### config.mk
export PLATFORM = sky130hd
export DESIGN_NAME = mxbus_seq
export DESIGN_NICKNAME = d
export VERILOG_FILES = /design/src/rtl/mxbus_pkg.sv /design/src/rtl/mxbus_cfg.sv /design/src/rtl/mxbus_fsm.sv /design/src/rtl/mxbus_seq.sv
export SDC_FILE = /design/constraint.sdc
export NUM_CORES = 1
export LEC_CHECK = 0
export BUFFER_PORTS_ARGS = -buffer_cell sky130_fd_sc_hd__buf_2
export CAP_MARGIN = 20
export CELL_PAD_IN_SITES_DETAIL_PLACEMENT = 2
export CELL_PAD_IN_SITES_GLOBAL_PLACEMENT = 2
export CORE_ASPECT_RATIO = 0.6
export CORE_MARGIN = 4
export CORE_UTILIZATION = 27
export CTS_CLUSTER_SIZE = 30
export DETAILED_ROUTE_END_ITERATION = 10
export MAX_ROUTING_LAYER = met4
export PLACE_DENSITY_LB_ADDON = 0.1
export RECOVER_POWER = 25
export SYNTH_ARGS = -nofsm -noshare
export SYNTH_HDL_FRONTEND = slang
export SYNTH_SLANG_ARGS = --single-unit
### constraint.sdc
create_clock -name clk -period 1.8 [get_ports clk]
set_clock_uncertainty 0.2 [all_clocks]
set_input_delay 0.54 -clock clk [delete_from_list [all_inputs] [get_ports clk]]
set_output_delay 0.54 -clock clk [all_outputs]
set_load 0.1 [all_outputs]
### src/rtl/mxbus_pkg.sv
package mxbus_pkg;
    typedef enum logic [2:0] {
        PH_IDLE = 3'd0,
        PH_T1   = 3'd1,
        PH_T2   = 3'd2,
        PH_T3   = 3'd3,
        PH_T4   = 3'd4
    } phase_e;
endpackage

### src/rtl/mxbus_cfg.sv
module mxbus_cfg #(
    parameter int NREG = 2
) (
    input  logic            clk,
    input  logic            rst_n,
    input  logic            strap_i,
    input  logic            cfg_we_i,
    input  logic [NREG-1:0] cfg_wdata_i,
    output logic            strap_q,
    output logic [NREG-1:0] sup_bits_q
);
    // Strap follows the pin on every edge while reset is held, then freezes.
    always_ff @(posedge clk) begin
        if (!rst_n) begin
            strap_q <= strap_i;
        end
    end

    always_ff @(posedge clk or negedge rst_n) begin
        if (!rst_n) begin
            sup_bits_q <= '0;
        end else if (cfg_we_i) begin
            sup_bits_q <= cfg_wdata_i;
        end
    end

    // strap does not move once reset is released
    a_r11_strap_hold: assert property (@(posedge clk) disable iff (!rst_n)
        $past(rst_n) |-> $stable(strap_q));
endmodule

### src/rtl/mxbus_fsm.sv
module mxbus_fsm
    import mxbus_pkg::*;
(
    input  logic   clk,
    input  logic   rst_n,
    input  logic   req_i,
    output phase_e state_q,
    output logic   accept_o
);
    phase_e state_d;

    assign accept_o = req_i && (state_q == PH_IDLE || state_q == PH_T4);

    always_comb begin
        state_d = state_q;
        unique case (state_q)
            PH_IDLE: state_d = accept_o ? PH_T1 : PH_IDLE;
            PH_T1:   state_d = PH_T2;
            PH_T2:   state_d = PH_T3;
            PH_T3:   state_d = PH_T4;
            PH_T4:   state_d = accept_o ? PH_T1 : PH_IDLE;
            default: state_d = PH_IDLE;
        endcase
    end

    always_ff @(posedge clk or negedge rst_n) begin
        if (!rst_n) begin
            state_q <= PH_IDLE;
        end else begin
            state_q <= state_d;
        end
    end

    // fixed phase order
    a_r1_t1_to_t2: assert property (@(posedge clk) disable iff (!rst_n)
        state_q == PH_T1 |=> state_q == PH_T2);
    a_r1_t3_to_t4: assert property (@(posedge clk) disable iff (!rst_n)
        state_q == PH_T3 |=> state_q == PH_T4);
    // a request seen in idle starts T1 next cycle
    a_r10_idle_accept: assert property (@(posedge clk) disable iff (!rst_n)
        (state_q == PH_IDLE && req_i) |=> state_q == PH_T1);
endmodule

### src/rtl/mxbus_seq.sv
module mxbus_seq
    import mxbus_pkg::*;
#(
    parameter int ADDR_W = 20,
    parameter int DATA_W = 16,
    parameter int NREG   = 2
) (
    input  logic              clk,
    input  logic              rst_n,
    input  logic              req_i,
    input  logic              wr_i,
    input  logic [ADDR_W-1:0] addr_i,
    input  logic [DATA_W-1:0] wdata_i,
    input  logic [NREG-1:0]   region_i,
    input  logic              strap_i,
    input  logic              cfg_we_i,
    input  logic [NREG-1:0]   cfg_wdata_i,
    input  logic [DATA_W-1:0] mx_i,
    output logic [DATA_W-1:0] mx_o,
    output logic              mx_oe_o,
    output logic [ADDR_W-1:0] abus_o,
    output logic [DATA_W-1:0] rdata_o,
    output logic              done_o,
    output logic              ready_o
);
    localparam int MXA_W = (ADDR_W < DATA_W) ? ADDR_W : DATA_W;

    phase_e              state_q;
    logic                accept;
    logic                strap_q;
    logic [NREG-1:0]     sup_bits_q;
    logic [ADDR_W-1:0]   addr_q;
    logic [DATA_W-1:0]   wdata_q;
    logic                wr_q;
    logic                sup_q;
    logic [DATA_W-1:0]   rdata_q;
    logic [DATA_W-1:0]   addr_on_mx;

    mxbus_cfg #(.NREG(NREG)) u_cfg (
        .clk         (clk),
        .rst_n       (rst_n),
        .strap_i     (strap_i),
        .cfg_we_i    (cfg_we_i),
        .cfg_wdata_i (cfg_wdata_i),
        .strap_q     (strap_q),
        .sup_bits_q  (sup_bits_q)
    );

    mxbus_fsm u_fsm (
        .clk      (clk),
        .rst_n    (rst_n),
        .req_i    (req_i),
        .state_q  (state_q),
        .accept_o (accept)
    );

    // Request capture; the suppression decision is frozen here.
    always_ff @(posedge clk or negedge rst_n) begin
        if (!rst_n) begin
            addr_q  <= '0;
            wdata_q <= '0;
            wr_q    <= 1'b0;
            sup_q   <= 1'b0;
        end else if (accept) begin
            addr_q  <= addr_i;
            wdata_q <= wdata_i;
            wr_q    <= wr_i;
            sup_q   <= strap_q && |(region_i & sup_bits_q);
        end
    end

    always_ff @(posedge clk or negedge rst_n) begin
        if (!rst_n) begin
            rdata_q <= '0;
        end else if (state_q == PH_T3 && !wr_q) begin
            rdata_q <= mx_i;
        end
    end

    always_comb begin
        addr_on_mx = '0;
        addr_on_mx[MXA_W-1:0] = addr_q[MXA_W-1:0];
    end

    // Output decode from the current phase.
    always_comb begin
        mx_o    = '0;
        mx_oe_o = 1'b0;
        abus_o  = '0;
        done_o  = 1'b0;
        ready_o = 1'b0;
        unique case (state_q)
            PH_IDLE: begin
                ready_o = 1'b1;
            end
            PH_T1: begin
                abus_o  = addr_q;
                mx_oe_o = !sup_q;
                mx_o    = sup_q ? '0 : addr_on_mx;
            end
            PH_T2, PH_T3: begin
                abus_o  = addr_q;
                mx_oe_o = wr_q;
                mx_o    = wr_q ? wdata_q : '0;
            end
            PH_T4: begin
                abus_o  = addr_q;
                mx_oe_o = wr_q;
                mx_o    = wr_q ? wdata_q : '0;
                done_o  = 1'b1;
                ready_o = 1'b1;
            end
            default: begin
                ready_o = 1'b0;
            end
        endcase
    end

    assign rdata_o = rdata_q;

    // address bus steady through the data phase
    a_r3_abus_steady: assert property (@(posedge clk) disable iff (!rst_n)
        (state_q == PH_T2 || state_q == PH_T3 || state_q == PH_T4) |-> $stable(abus_o));
    // low strap forces address drive in T1
    a_r6_strap_forces: assert property (@(posedge clk) disable iff (!rst_n)
        (!strap_q && state_q == PH_T1) |-> mx_oe_o);
    // reads leave the bus floating in the data phase
    a_r8_read_float: assert property (@(posedge clk) disable iff (!rst_n)
        ((state_q == PH_T2 || state_q == PH_T3 || state_q == PH_T4) && !wr_q) |-> !mx_oe_o);
    // a floating bus carries zeros
    a_r8_zero_when_off: assert property (@(posedge clk) disable iff (!rst_n)
        !mx_oe_o |-> mx_o == '0);
endmodule

Word level (Yosys, flattened, before mapping). Cells that the tools add are included.

Bits in registers: 60. Logic and storage cells: 33.

Equality and inequality tests: 4. Multiplexer cells: 9. Bitwise operators: 1. Reduce and logical (&&, ||, !) cells: 11.

Operators by type and width (count): 16-bit two-way mux (2); 16-bit case mux with 2 select lines (1); 20-bit two-way mux (1); 3-bit case mux with 4 select lines (1); 3-bit by 2-bit equality test with 1-bit output, second input constant (2); 2-bit OR reduction (2); 4-bit OR reduction (1); 3-bit by 1-bit equality test with 1-bit output, second input constant (1); 3-bit equality test, second input constant (1); 1-bit logical AND (3); 3-bit logical NOT (1); 1-bit two-way mux (3); 3-bit OR reduction (1); 2-bit bitwise AND (1); 1-bit logical NOT (2); 1-bit case mux with 2 select lines (1); 1-bit logical OR (1).

Logic depth before layout (Yosys ltp).
Depth after elaboration: 5. Depth in mapped cells: 6. Depth with buffers taken out: 3.

Hierarchy. Synthesis repeated with hierarchy kept, for this count alone.

Cells, all modules: 181. Area total of the unflattened synthesis: 2647.5 µm².

By module, submodules not included: mxbus_seq (times used 1, cells each 165, area each 2427.3 µm²); mxbus_fsm (times used 1, cells each 10, area each 113.9 µm²); mxbus_cfg (times used 1, cells each 6, area each 106.4 µm²).

Worst setup path after synthesis. Ideal clock, no wire load.

Kind: register to output. From: reg u_fsm.state_q[1]. To: out abus_o[0]. Arrival: 3067 ps. Data required time: 1060 ps. Slack: -2007 ps. Cell stages (with the launch flop): 6. Path through: dfrtp_1 > buf_4 > nor2_1 > xnor2_1 > clkbuf_1 > and2_1.

Longest elaborated chain between the ends: 3.

RTL lines: from (decl) (RTL line mxbus_fsm.sv:7) `output phase_e state_q,`; from (signal assigned) (RTL line mxbus_fsm.sv:30) `state_q <= state_d;`; 3-bit by 2-bit equality test with 1-bit output (tied with other cells) (RTL line mxbus_seq.sv:92) `unique case (state_q)`; 4-bit OR reduction (no line) *; 20-bit two-way mux * (RTL line mxbus_seq.sv:92); to (decl) (RTL line mxbus_seq.sv:21) `output logic [ADDR_W-1:0] abus_o,`.

Every way passes the cells marked *; elsewhere a longest branch is shown, timed or not.

Final worst setup path.
From: reg u_fsm.state_q[2]. To: out mx_o[3].

Longest elaborated chain between the ends: 3.

RTL lines: 3-bit by 2-bit equality test with 1-bit output or 3-bit equality test (tied branches) (RTL line mxbus_seq.sv:92); 3-bit OR reduction (no line); 16-bit case mux with 2 select lines * (RTL line mxbus_seq.sv:92); to (decl) (RTL line mxbus_seq.sv:19) `output logic [DATA_W-1:0] mx_o,`.

Marked as above.

==> impl_metrics.py <==
metrics = {
    "logic_synthesis": {
        "synth_fp_nets": 247,
        "synthMuxAreaShare_pct": 24.34,
        "synth_cell_types": 24,
        "seq_area_frac_synth_pct": 56.79,
        "synth_cells": 185,
        "ys_ff_latch": 60,
        "synth_top_family_by_area": "multiplexers",
        "syn_area_sq_um": 2653,
        "syn_avg_cell_area_sq_um": 14.34,
        "synth_compound_area_share_pct": 6.792,
        "synth_adder_area_share_pct": 0,
        "ys_warn_count": 0,
        "synthXorXnorAreaFrac_pct": 0.6604,
        "synthSimpleGateAreaFrac_pct": 8.160,
    },
    "flow_run": {
        "maxCapViolations": 0,
    },
    "floorplanning": {
        "fp.coreArea_sq_um": 9358,
        "die-area_sq_um": 11530,
        "start_util_pct": 28.35,
        "fp-row-count": 27,
        "die_y_microns": 84.78,
        "io_pins": 117,
        "fp.dieW_microns": 136.0,
    },
    "critical_path": {
        "cp.required_ns": 1.06,
        "slowest_stage": "dfrtp_2",
        "cp_max_fo": 6,
        "crit_start": "u_fsm.state_q[2]",
        "crit_type": "flip-flop to primary output",
        "crit_arrival_ns": 1.87,
        "worstReg2RegStart": "u_fsm.state_q[1]",
        "slowest_delay_ns": 0.48,
        "critPathLaunchType": "flip-flop",
        "cp_cell_sequence": "nand2_2 > o32ai_4 > buf_6 > a22o_4 > buf_12",
        "crit_path_end_kind": "primary output",
    },
    "layout": {
        "final_cell_mix": "buf_2 (60), buf_12 (60), dfrtp_1 (56)",
        "nets": 395,
        "fin_cells": 467,
        "utilization_pct": 56.33,
        "antenna_cells": 0,
        "syn_to_final_growth_pct": 98.73,
        "drive_above_1_share_pct": 76.56,
    },
    "global_routing": {
        "grt-ovfl-total": 0,
        "grtUsageTotal_pct": 17.84,
        "grt_antenna_before_repair": 0,
        "grt_max_degree": 42,
        "grt_pass1_vias": 2479,
        "grt_first_pass_wirelength_microns": 14720,
    },
    "timing": {
        "worst_pin_slew_ns": 1.015,
        "slew_violations": 0,
        "slew_headroom_pct": 32.34,
        "worst_slack_ns": -0.8078,
        "setup_viol": 85,
        "finalCriticalPeriod_ns": 2.608,
        "hold_violations": 0,
        "rsz0062_at_grt": "true",
        "max_freq_ghz": 0.3835,
        "timing.final.crit_share_pct": 144.9,
    },
    "clocking": {
        "cts_max_path_buffers": 2,
        "cts_tree": "built",
        "numCtsBuffers": 9,
        "clk_pin_slew_ns": 0.06,
        "cts_sinks": 60,
        "cts-root-buf": "clkbuf_16",
        "worstSkewPairLatency_ns": 0.33,
        "h-tree-depth": 3,
        "hold_buffers": 0,
    },
    "drt": {
        "ant_nets": 0,
        "drc_errors": 0,
        "vias_per_cell": 4.595,
        "drt_iter0_markers": 56,
        "vias": 2146,
        "first_pass_iters": 4,
        "wire_per_inst_microns": 24.87,
        "routed_wl_microns": 11610,
    },
    "status": {
        "violations": "negative setup slack",
        "outcome": "finished, violations left",
    },
    "placement": {
        "place_congestion": 0.7324,
        "dpl.cell_count": 439,
        "hpwl_microns": 6573,
        "port_buffers": 116,
    },
    "min_path": {
        "min_path_type": "input pin to asynchronous set/reset pin",
    },
}
state kept, by name (all words and copies together) (netlist names):
register,cells
wdata_q,16
u_cfg.strap_q,1
sup_q,1
wr_q,1
u_cfg.sup_bits_q,2
u_fsm.state_q,3
addr_q,20
rdata_o,16
timing repair:
| action | 4_1_cts | 5_1_grt |
|---|---|---|
| cloned | 4 | 2 |
| setup endpoints to repair | 92 | 89 |
| pin swaps | 13 | 6 |
| buffers inserted | 3 | 4 |
| resized for setup | 27 | 52 |
cell families (layout without fill, tap and decap cells):
logic type,Yosys count,after routing
AOI/OAI and AO/OA,21,21
buffers and inverters,15,167
xor gates and xnor gates,2,2
muxes,54,54
DFF,60,60
and+or+nand+nor,33,33
per-layer routing:
layer | up-vias | GRT usage (%) | routed length, microns
met2 | 66 | 27.66 | 5574
met1 | 1119 | 22.19 | 5218
li1 | 948 | - | -
met4 | 0 | 4.392 | 161
met3 | 13 | 6.527 | 657
met5 | - | - | 0
stage by stage:
stage	setup WS [ns]	instance area [sq um]	hold WS [ns]	setup TNS (ns)
after global routing	-0.8810	5271	0.1719	-38.96
after detailed placement	-0.4496	4509	0.2809	-18.03
after global placement	-0.3922	4509	0.2689	-13.47
final	-0.8078	5271	0.1664	-34.18
after CTS	-0.7709	5015	0.001476	-28.95
after floorplan	-0.6687	2823	0.04441	-21.80
critical path: cells and delay by family, from the launching register on:
kind                   cells  cell delay [ns]
DFF                        1             0.48
and+or+nand+nor            1             0.12
AOI/OAI and AO/OA          2             0.56
buffers and inverters      2             0.37
cell type report:
cell class	count	area, sq um
Fill cell	843	4086
Inverter	3	11.26
Timing Repair Buffer	149	1851
Clock buffer	13	260.3
Clock inverter	2	35.03
Tap cell	130	162.7
Sequential cell	60	1510
Multi-Input combinational cell	110	1441
cell usage after synthesis (all sizes together):
library cell  instances  area share, %
a21oi                 1           0.19
a22o                 17            5.6
and2                 22            5.2
and3b                 1           0.33
buf                  10            2.5
clkbuf                2           0.28
dfrtp                59             56
edfxtp                1            1.1
inv                   3           0.42
mux2                 54             24
nand2                 2           0.28
nand2b                2           0.47
nand3                 1           0.19
nor2                  2           0.28
nor3b                 1           0.28
nor4b                 1           0.90
o21ai                 2           0.38
o32ai                 1           0.61
or2                   1           0.24
xnor2                 2           0.66
worst paths after layout:
path	endpoint	slack, ns	cells after the start
max in group asynchronous	addr_q[7]	0.46	2
worst max register to register	addr_q[3]	-0.23	6
worst max-delay path	mx_o[3]	-0.81	5
worst min register to register	addr_q[17]	0.32	1
worst min-delay path	wr_q	0.17	2
min in group clk	u_cfg.strap_q	0.19	1
Power is left out: the tool's default activity adds up to more than one toggle a clock period on the data nets, which glitch-free logic cannot reach.
